File: config.mk
export PLATFORM = sky130hd
export DESIGN_NAME = rq_sad_unit
export DESIGN_NICKNAME = d
export VERILOG_FILES = /design/src/rtl/rq_sad_pkg.sv /design/src/rtl/sad_pe.sv /design/src/rtl/rq_tcg.sv /design/src/rtl/rq_encode.sv /design/src/rtl/rq_judge.sv /design/src/rtl/rq_sad_unit.sv
export SDC_FILE = /design/constraint.sdc
export NUM_CORES = 1
export LEC_CHECK = 0
export BUFFER_PORTS_ARGS = -buffer_cell sky130_fd_sc_hd__buf_2
export CAP_MARGIN = 15
export CORE_ASPECT_RATIO = 1.2
export CORE_MARGIN = 2
export CORE_UTILIZATION = 50
export CTS_CLUSTER_SIZE = 24
export DETAILED_ROUTE_END_ITERATION = 10
export PLACE_DENSITY_LB_ADDON = 0.3
export SLEW_MARGIN = 20
export SYNTH_ARGS = -nofsm -noshare
export SYNTH_HDL_FRONTEND = slang
export SYNTH_SLANG_ARGS = --single-unit
File: constraint.sdc
create_clock -name clk_i -period 4.4 [get_ports clk_i]
set_clock_uncertainty 0.05 [all_clocks]
set_input_delay 0.44 -clock clk_i [delete_from_list [all_inputs] [get_ports clk_i]]
set_output_delay 0.44 -clock clk_i [all_outputs]
set_load 0.005 [all_outputs]
File: src/rtl/rq_sad_pkg.sv
package rq_sad_pkg;
  localparam int unsigned PIX_W = 8;
  localparam int unsigned N_PIX = 16;
  localparam int unsigned MOD_W = 6;
  localparam int unsigned SAD_W = PIX_W + $clog2(N_PIX);
  localparam int unsigned Q_W   = SAD_W - MOD_W;

  typedef struct packed {
    logic [Q_W-1:0]   quo;
    logic [MOD_W-1:0] res;
  } rq_code_t;
endpackage

File: src/rtl/sad_pe.sv
module sad_pe
  import rq_sad_pkg::*;
#(
  parameter int unsigned PW = PIX_W,
  parameter int unsigned SW = SAD_W
) (
  input  logic          clk_i,
  input  logic          rst_ni,
  input  logic          take_i,
  input  logic          first_i,
  input  logic [PW-1:0] cur_px_i,
  input  logic [PW-1:0] ref_px_i,
  input  logic [SW-1:0] fault_mask_i,
  output logic [SW-1:0] acc_o
);
  logic signed [PW:0] diff;
  logic [PW-1:0]      ad;
  logic [SW-1:0]      base, sum, acc_q;

  // signed difference then magnitude
  assign diff = $signed({1'b0, cur_px_i}) - $signed({1'b0, ref_px_i});
  assign ad   = diff[PW] ? PW'(-diff) : diff[PW-1:0];
  assign base = first_i ? '0 : acc_q;
  assign sum  = base + SW'(ad);

  always_ff @(posedge clk_i or negedge rst_ni) begin
    if (!rst_ni)     acc_q <= '0;
    else if (take_i) acc_q <= sum ^ fault_mask_i;
  end

  assign acc_o = acc_q;
endmodule

File: src/rtl/rq_tcg.sv
module rq_tcg
  import rq_sad_pkg::*;
#(
  parameter int unsigned PW = PIX_W,
  parameter int unsigned MW = MOD_W,
  parameter int unsigned QW = Q_W
) (
  input  logic          clk_i,
  input  logic          rst_ni,
  input  logic          take_i,
  input  logic          first_i,
  input  logic [PW-1:0] cur_px_i,
  input  logic [PW-1:0] ref_px_i,
  output rq_code_t      code_o
);
  localparam int unsigned ADQ_W = PW - MW;

  logic [PW-1:0]    ad;
  logic [MW-1:0]    ad_r, res_base, res_q;
  logic [ADQ_W-1:0] ad_q;
  logic [QW-1:0]    quo_base, quo_q;
  logic [MW:0]      sum_r;

  // magnitude by compare-and-swap, separate from the PE's form
  assign ad       = (cur_px_i >= ref_px_i) ? cur_px_i - ref_px_i : ref_px_i - cur_px_i;
  assign ad_r     = ad[MW-1:0];
  assign ad_q     = ad[PW-1:MW];
  assign res_base = first_i ? '0 : res_q;
  assign quo_base = first_i ? '0 : quo_q;
  assign sum_r    = {1'b0, res_base} + {1'b0, ad_r};

  always_ff @(posedge clk_i or negedge rst_ni) begin
    if (!rst_ni) begin
      res_q <= '0;
      quo_q <= '0;
    end else if (take_i) begin
      res_q <= sum_r[MW-1:0];
      quo_q <= quo_base + QW'(ad_q) + QW'(sum_r[MW]);
    end
  end

  assign code_o.res = res_q;
  assign code_o.quo = quo_q;
endmodule

File: src/rtl/rq_encode.sv
module rq_encode
  import rq_sad_pkg::*;
#(
  parameter int unsigned SW = SAD_W,
  parameter int unsigned MW = MOD_W
) (
  input  logic [SW-1:0] val_i,
  output rq_code_t      code_o
);
  assign code_o.res = val_i[MW-1:0];
  assign code_o.quo = val_i[SW-1:MW];
endmodule

File: src/rtl/rq_judge.sv
module rq_judge
  import rq_sad_pkg::*;
#(
  parameter int unsigned SW = SAD_W,
  parameter int unsigned MW = MOD_W
) (
  input  logic          eval_i,
  input  rq_code_t      gen_code_i,
  input  rq_code_t      pe_code_i,
  input  logic [SW-1:0] pe_val_i,
  output logic          err_o,
  output logic [SW-1:0] sad_o
);
  logic          mismatch;
  logic [SW-1:0] recovered;

  assign mismatch  = (gen_code_i.res != pe_code_i.res) | (gen_code_i.quo != pe_code_i.quo);
  assign err_o     = eval_i & mismatch;
  assign recovered = SW'(gen_code_i.quo) * SW'(1 << MW) + SW'(gen_code_i.res);
  assign sad_o     = err_o ? recovered : pe_val_i;
endmodule

File: src/rtl/rq_sad_unit.sv
module rq_sad_unit
  import rq_sad_pkg::*;
(
  input  logic             clk_i,
  input  logic             rst_ni,
  input  logic             pix_valid_i,
  input  logic             start_i,
  input  logic [PIX_W-1:0] cur_px_i,
  input  logic [PIX_W-1:0] ref_px_i,
  input  logic [SAD_W-1:0] fault_mask_i,
  output logic             done_o,
  output logic             err_o,
  output logic [SAD_W-1:0] sad_o,
  output logic [SAD_W-1:0] sad_raw_o,
  output logic [MOD_W-1:0] res_o,
  output logic [Q_W-1:0]   quo_o
);
  localparam int unsigned CNT_W = $clog2(N_PIX);

  logic             busy_q, done_q, take, first, last;
  logic [CNT_W-1:0] cnt_q;
  logic [SAD_W-1:0] acc, fault_gated;
  rq_code_t         gen_code, pe_code;

  assign first       = pix_valid_i & start_i;
  assign take        = pix_valid_i & (start_i | busy_q);
  assign last        = take & ~first & (cnt_q == CNT_W'(N_PIX - 1));
  assign fault_gated = take ? fault_mask_i : '0;

  always_ff @(posedge clk_i or negedge rst_ni) begin
    if (!rst_ni) begin
      busy_q <= 1'b0;
      cnt_q  <= '0;
      done_q <= 1'b0;
    end else begin
      done_q <= last;
      if (first) begin
        busy_q <= 1'b1;
        cnt_q  <= CNT_W'(1);
      end else if (take) begin
        cnt_q  <= cnt_q + CNT_W'(1);
        if (last) busy_q <= 1'b0;
      end
    end
  end

  sad_pe u_pe (
    .clk_i, .rst_ni, .take_i(take), .first_i(first),
    .cur_px_i, .ref_px_i, .fault_mask_i(fault_gated), .acc_o(acc)
  );

  rq_tcg u_tcg (
    .clk_i, .rst_ni, .take_i(take), .first_i(first),
    .cur_px_i, .ref_px_i, .code_o(gen_code)
  );

  rq_encode u_enc (.val_i(acc), .code_o(pe_code));

  rq_judge u_judge (
    .eval_i(done_q), .gen_code_i(gen_code), .pe_code_i(pe_code),
    .pe_val_i(acc), .err_o(err_o), .sad_o(sad_o)
  );

  assign done_o    = done_q;
  assign sad_raw_o = acc;
  assign res_o     = gen_code.res;
  assign quo_o     = gen_code.quo;
endmodule

==> results of run 1 <==
area by class of cell:
class / count / area [um^2] / share of cell area [%]
Tap cell: 87 / 109 / 2.73
Inverter: 35 / 131 / 3.29
Sequential cell: 30 / 751 / 18.8
Timing Repair Buffer: 77 / 405 / 10.2
Clock buffer: 7 / 86.3 / 2.16
Clock inverter: 1 / 5.00 / 0.125
Multi-Input combinational cell: 334 / 2500 / 62.7
worst max path at each step:
| stage | end | slack, ps |
|---|---|---|
| 5_1_grt | u_tcg.quo_q[4]$_DFFE_PN0P_ | 100 |
| 3_5_place_dp | u_tcg.quo_q[4]$_DFFE_PN0P_ | 60 |
| 3_3_place_gp | u_tcg.quo_q[4]$_DFFE_PN0P_ | 170 |
| 6_report | u_tcg.quo_q[4]$_DFFE_PN0P_ | 330 |
| 2_1_floorplan | u_tcg.quo_q[4]$_DFFE_PN0P_ | 200 |
| 4_1_cts | u_tcg.quo_q[4]$_DFFE_PN0P_ | 350 |
per-layer routing:
metal	share of wire, %	up-vias	track usage [%]
met4	3.6	0	10.5
met3	6.7	25	3.31
met5	0	-	0
met1	41	1529	27.3
li1	-	1583	-
met2	49	136	41.7
cell usage in the layout (no fill, tap or decap), types with 9 or more instances in the layout:
master,n
buf_2,69
nand2_1,54
xnor2_1,38
inv_1,35
ha_1,33
dfrtp_1,30
a21oi_1,23
o21ai_0,23
and2_1,19
mux2_2,12
nor2_1,10
nand4_1,9
mux2i_1,9
xor2_1,9
logic make-up after synthesis:
family | synth area share (%)
xor+xnor | 11.9
simple gates | 18.8
mux | 6.51
compound gates | 19.4
fa+ha+maj | 15.4
buf+inv | 6.33
flops | 21.7
flip-flops by register name, indices dropped and copies added, names as in the netlist:
name / count
u_tcg.res_q: 6
u_tcg.quo_q: 6
done_o: 1
busy_q: 1
u_pe.acc_o: 12
cnt_q: 4
power breakdown:
part,switching (mW),internal (mW),total [mW]
Sequential,0.205,0.386,0.591
Combinational,0.659,0.666,1.32
Clock,0.106,0.126,0.232
synth_stat cells (4+ instances only):
library cell and number:
o21ai_0 23, nand2_1 54, xor2_1 9, inv_1 35, nand4_1 9, o21a_1 6, mux2_2 12, xnor2_1 38
a31oi_1 4, nand3_1 8, o22ai_1 4, dfrtp_1 30, nor3b_1 4, ha_1 33, fa_1 6, mux2i_1 9
clkbuf_1 13, nor2_1 10, nor3_1 7, a21o_1 7, a21oi_1 23, and2_1 19
worst max-delay path, cell delays in order:
cell     delay [ps]
buf_2           110
inv_1            50
ha_1            150
inv_1            70
fa_1            460
a31oi_4         170
a21oi_1          90
nor2_2          140
mux2i_1         240
xor2_1          250
ha_1            280
a21oi_1         140
nand2_1         100
a21o_1          180
a21o_1          180
fa_1            410
fa_1            410
nand4_1         110
xor2_1          150
nor2_1           60
==> metrics.md, run 1 <==
| Metric | Value |
|---|---|
| Status | `completed` |
| GRT overflow | `0` |
| H-tree levels | `2` |
| Total GRT Usage | `23.2%` |
| Register area share after synthesis | `21.7%` |
| Root Driver | `clkbuf_8` |
| Synthesized area | `0.00346 mm^2` |
| Max-slew violations | `0` |
| Vias in the first global route | `3069` |
| Setup TNS | `0 ps` |
| I/O pins | `70` |
| Die width | `79.9 um` |
| Clk Latency, worst-skew pair | `290 ps` |
| Final period util | `92.6%` |
| # rows | `33` |
| Inserted Diodes | `0` |
| Pwr dens | `538 mW/mm^2` |
| Mapped Cells | `417` |
| Non-filler instance count after layout | `571` |
| Seq cells post-synth | `30` |
| Fmax | `245 MHz` |
| Worst Setup SP | `cur_px_i[0]` |
| Clock sinks | `30` |
| LEAKAGE | `1.91 nW` |
| Via count | `3273` |
| Yosys top cell area share | `21.7%` |
| Die area | `0.00761 mm^2` |
| VDD IR-drop max | `0.271 mV` |
| Required @ worst endpoint | `4510 ps` |
| DRC Markers | `0` |
| Post-Layout Inst Area | `0.00399 mm^2` |
| Routed wire per std cell | `15.0 um` |
| TritonCTS clock tree | `done` |
| Critical path peak fanout | `3` |
| Die Y | `95.1 um` |
| Crit. End Element | `flip-flop` |
| CTS Hold Bufs | `0` |
| R2R setup slack | `1350 ps` |
| R2R Path End | `u_tcg.quo_q[4]$_DFFE_PN0P_` |
| WL final | `8590 um` |
| Asr flop ratio synth | `100%` |
| Initial Util | `51.1%` |
| Post-DP Area | `0.00389 mm^2` |
| Hold Path Class | `input port to async pin` |
| Largest cells by area after synthesis | `dfrtp_1 22%, ha_1 12%, xnor2_1 9.6%` |
| Reg2Reg Depth | `12` |
| Largest net degree at the start of global routing | `34` |
| GP Congestion | `0.838` |
| Vias/cell | `5.73` |
| Synth area leader | `dfrtp_1` |
| Synth Net Count | `488` |
| RSZ-0062 raised after global routing | `no` |
| Placed insts | `563` |
| Num CTS Buffers | `5` |
| Top_reg_cell synth | `dfrtp_1` |
| Layout cell share with drive strength beyond 1 | `21.7%` |
| Critical Path Source Type | `input port` |
| IO Port Bufs | `69` |
| Hold WS | `147 ps` |
| Post-cts resize count | `0` |
| Filler cells | `633` |
| Kind of critical path | `input port to flip-flop` |
| Slew @ Worst Pin | `787 ps` |
| Max_slew headroom | `47.3%` |
| Pre-Repair DR Iteration Count | `4` |
| Final hold violations | `0` |
| First DRT Iteration DRCs | `139` |
| Max-cap violations | `0` |
| Critical R2R Launch | `u_tcg.res_q[0]$_DFFE_PN0P_` |
| Arrival @ worst endpoint | `4190 ps` |
| CTS Buffer Depth | `2` |
| Setup ws final | `326 ps` |
| Core area | `0.00677 mm^2` |
| Minimum clock period after layout | `4070 ps` |
| ANT nets after route | `0` |
| Setup violators final | `0` |
| Initial antenna violation count | `0` |
| Synthesis warning total | `0` |
| Util after Layout | `58.9%` |
| Number of synthesized flops with an enable pin | `0` |
| Syn avg cell area | `8.30 um^2` |
| Post-CTS setup buffers | `0` |
| Nets | `554` |
| DP Worst Slack | `62.5 ps` |
| Final Power | `2.15 mW` |
| Clk slew on worst S/H paths | `70 ps` |
| Synth unique cells | `57` |
| Global-route wire length before repair | `13900 um` |
| Dpl hpwl | `6660 um` |
| Area grow syn2layout | `15.3%` |
(Power assumes the default switching activity.)
==> run 2: changes to the inputs <==
RECOVER_POWER = 25   (was default)
==> metrics.md, run 2 (synthesis gave the netlist of run 1 again) <==
| Metric | Value |
|---|---|
| Routed wire per std cell | `15.0 um` |
| Post-CTS setup buffers | `0` |
| Pre-Repair DR Iteration Count | `5` |
| Max-slew violations | `31` |
| Inserted Diodes | `0` |
| Vias/cell | `5.71` |
| GP Congestion | `0.838` |
| WL final | `8560 um` |
| Fmax | `245 MHz` |
| Setup violators final | `0` |
| Max incr delay on CP | `460 ps` |
| Die Y | `95.1 um` |
| Initial antenna violation count | `0` |
| CP delay by family, top | `adder cells` |
| Sw frac | `45.1%` |
| Max-cap violations | `1` |
| RSZ-0062 raised after global routing | `no` |
| Num CTS Buffers | `5` |
| Vias in the first global route | `3069` |
| First DRT Iteration DRCs | `139` |
| Critical path peak fanout | `3` |
| Minimum clock period after layout | `4070 ps` |
| Final Power | `2.15 mW` |
| TritonCTS clock tree | `done` |
| Final period util | `92.6%` |
| Combinational share of power | `61.7%` |
| Area grow syn2layout | `15.3%` |
| Placed insts | `563` |
| Post-cts resize count | `0` |
| Most used cell, CP | `fa_1` |
| VDD IR-drop max | `0.268 mV` |
| Clock sinks | `30` |
| Die width | `79.9 um` |
| Reg power frac | `27.6%` |
| Max_slew headroom | `-13.1%` |
| Nets | `554` |
| Psw | `0.967 mW` |
| Clk slew on worst S/H paths | `70 ps` |
| Internal Power | `1.18 mW` |
| Clk Latency, worst-skew pair | `280 ps` |
| Slowest-stage cell, CP | `fa_1` |
| Dpl hpwl | `6660 um` |
| Root Driver | `clkbuf_8` |
| Crit. End Element | `flip-flop` |
| Non-filler instance count after layout | `571` |
| Final hold violations | `0` |
| Core area | `0.00677 mm^2` |
| Initial Util | `51.1%` |
| Arrival @ worst endpoint | `4180 ps` |
| Layout cell share with drive strength beyond 1 | `21.5%` |
| Worst path buffer plus inverter count | `3` |
| Most common cell after layout, fill and taps aside | `buf_2` |
| IO Port Bufs | `69` |
| Clock network fraction of design power | `10.8%` |
| Most frequent cells in the layout | `68 x buf_2, 54 x nand2_1, 38 x xnor2_1` |
| Largest net degree at the start of global routing | `34` |
| Largest register FFs | `12` |
| Total GRT Usage | `23.2%` |
| LEAKAGE | `1.90 nW` |
| ANT nets after route | `0` |
| Kind of critical path | `input port to flip-flop` |
| # rows | `33` |
| Global-route wire length before repair | `13900 um` |
| I/O pins | `70` |
| Pwr dens | `538 mW/mm^2` |
| Slew @ Worst Pin | `1700 ps` |
| Failing checks | `capacitance limit, slew limit` |
| Hold Path Class | `input port to flip-flop` |
| Status | `complete, but fails checks` |
| CTS Hold Bufs | `0` |
| R2R setup slack | `1350 ps` |
| Sequence of cells on the critical path | `buf_2 > inv_1 > ha_1 > inv_1 > fa_1 > a31oi_4 > a21oi_1 > nor2_2 > mux2i_1 > xor2_1 > ha_1 > a21oi_1 > nand2_1 > a21o_1 > a21o_1 > fa_1 > fa_1 > nand4_1 > xor2_1 > nor2_1` |
| DRC Markers | `0` |
| Required @ worst endpoint | `4510 ps` |
| Die area | `0.00761 mm^2` |
| Critical Path Source Type | `input port` |
| H-tree levels | `2` |
| GRT overflow | `0` |
| Setup TNS | `0 ps` |
| Via count | `3259` |
| CTS Buffer Depth | `2` |
## run 2: cell types whose count changed in the layout (fill, tap and decap cells not counted), sizes merged
cell    before  now
buf         77   76
clkbuf       7    8
## run 2: routing by layer
layer / global-route usage (%) / wire length (um) / up-vias
li1: - / - / 1586
met1: 27.3 / 3570 / 1534
met2: 41.7 / 4210 / 116
met3: 3.31 / 502 / 23
met4: 10.5 / 287 / 0
met5: 0 / 0 / -
## run 2: cell type report
| cell class | count | area, um^2 |
|---|---|---|
| fill | 634 | 2780 |
| multi-input combinational | 334 | 2500 |
| sequential | 30 | 751 |
| timing repair buffer | 77 | 404 |
| inverter | 35 | 131 |
| tap | 87 | 109 |
| clock buffer | 7 | 86.3 |
| clock inverter | 1 | 5.00 |
## run 2: worst register-to-register path, delay by kind of cell (launching register included)
| kind | cells | cell delay, ps |
|---|---|---|
| XOR/XNOR | 1 | 150 |
| AND/OR/NAND/NOR | 5 | 490 |
| flip-flops | 1 | 430 |
| AO/OA/AOI/OAI | 2 | 360 |
| adder cells (fa/ha/maj) | 4 | 1440 |
## run 2: through the flow
step                setup WS [ps]  cell area, um^2  hold slack, ps  utilization, %
floorplan                     198             3460            94.4               -
global placement              166             3890             464            57.5
detailed placement           62.5             3890             470            57.5
CTS                           347             3980             168            58.8
global route                  101             3990             413            58.9
finish                        325             3990             411            58.9
## run 2: power groups by stage
stage | combinational, mW | sequential [mW] | clock, mW
floorplan | 0.967 | 0.525 | 0
global placement | 1.27 | 0.589 | 0
detailed placement | 1.32 | 0.591 | 0
CTS | 1.33 | 0.588 | 0.233
global route | 1.48 | 0.609 | 0.249
finish | 1.32 | 0.591 | 0.231
## run 2: worst paths after layout
kind	start	end	cells past startpoint
max reg2reg	u_tcg.res_q[0]$_DFFE_PN0P_	u_tcg.quo_q[4]$_DFFE_PN0P_	12
max in group asynchronous	rst_ni	u_pe.acc_o[10]$_DFFE_PN0P_	1
max	cur_px_i[0]	u_tcg.quo_q[4]$_DFFE_PN0P_	20
min	fault_mask_i[9]	u_pe.acc_o[9]$_DFFE_PN0P_	2
min reg2reg	cnt_q[3]$_DFFE_PN0P_	cnt_q[3]$_DFFE_PN0P_	2
min in group asynchronous	rst_ni	u_pe.acc_o[8]$_DFFE_PN0P_	1
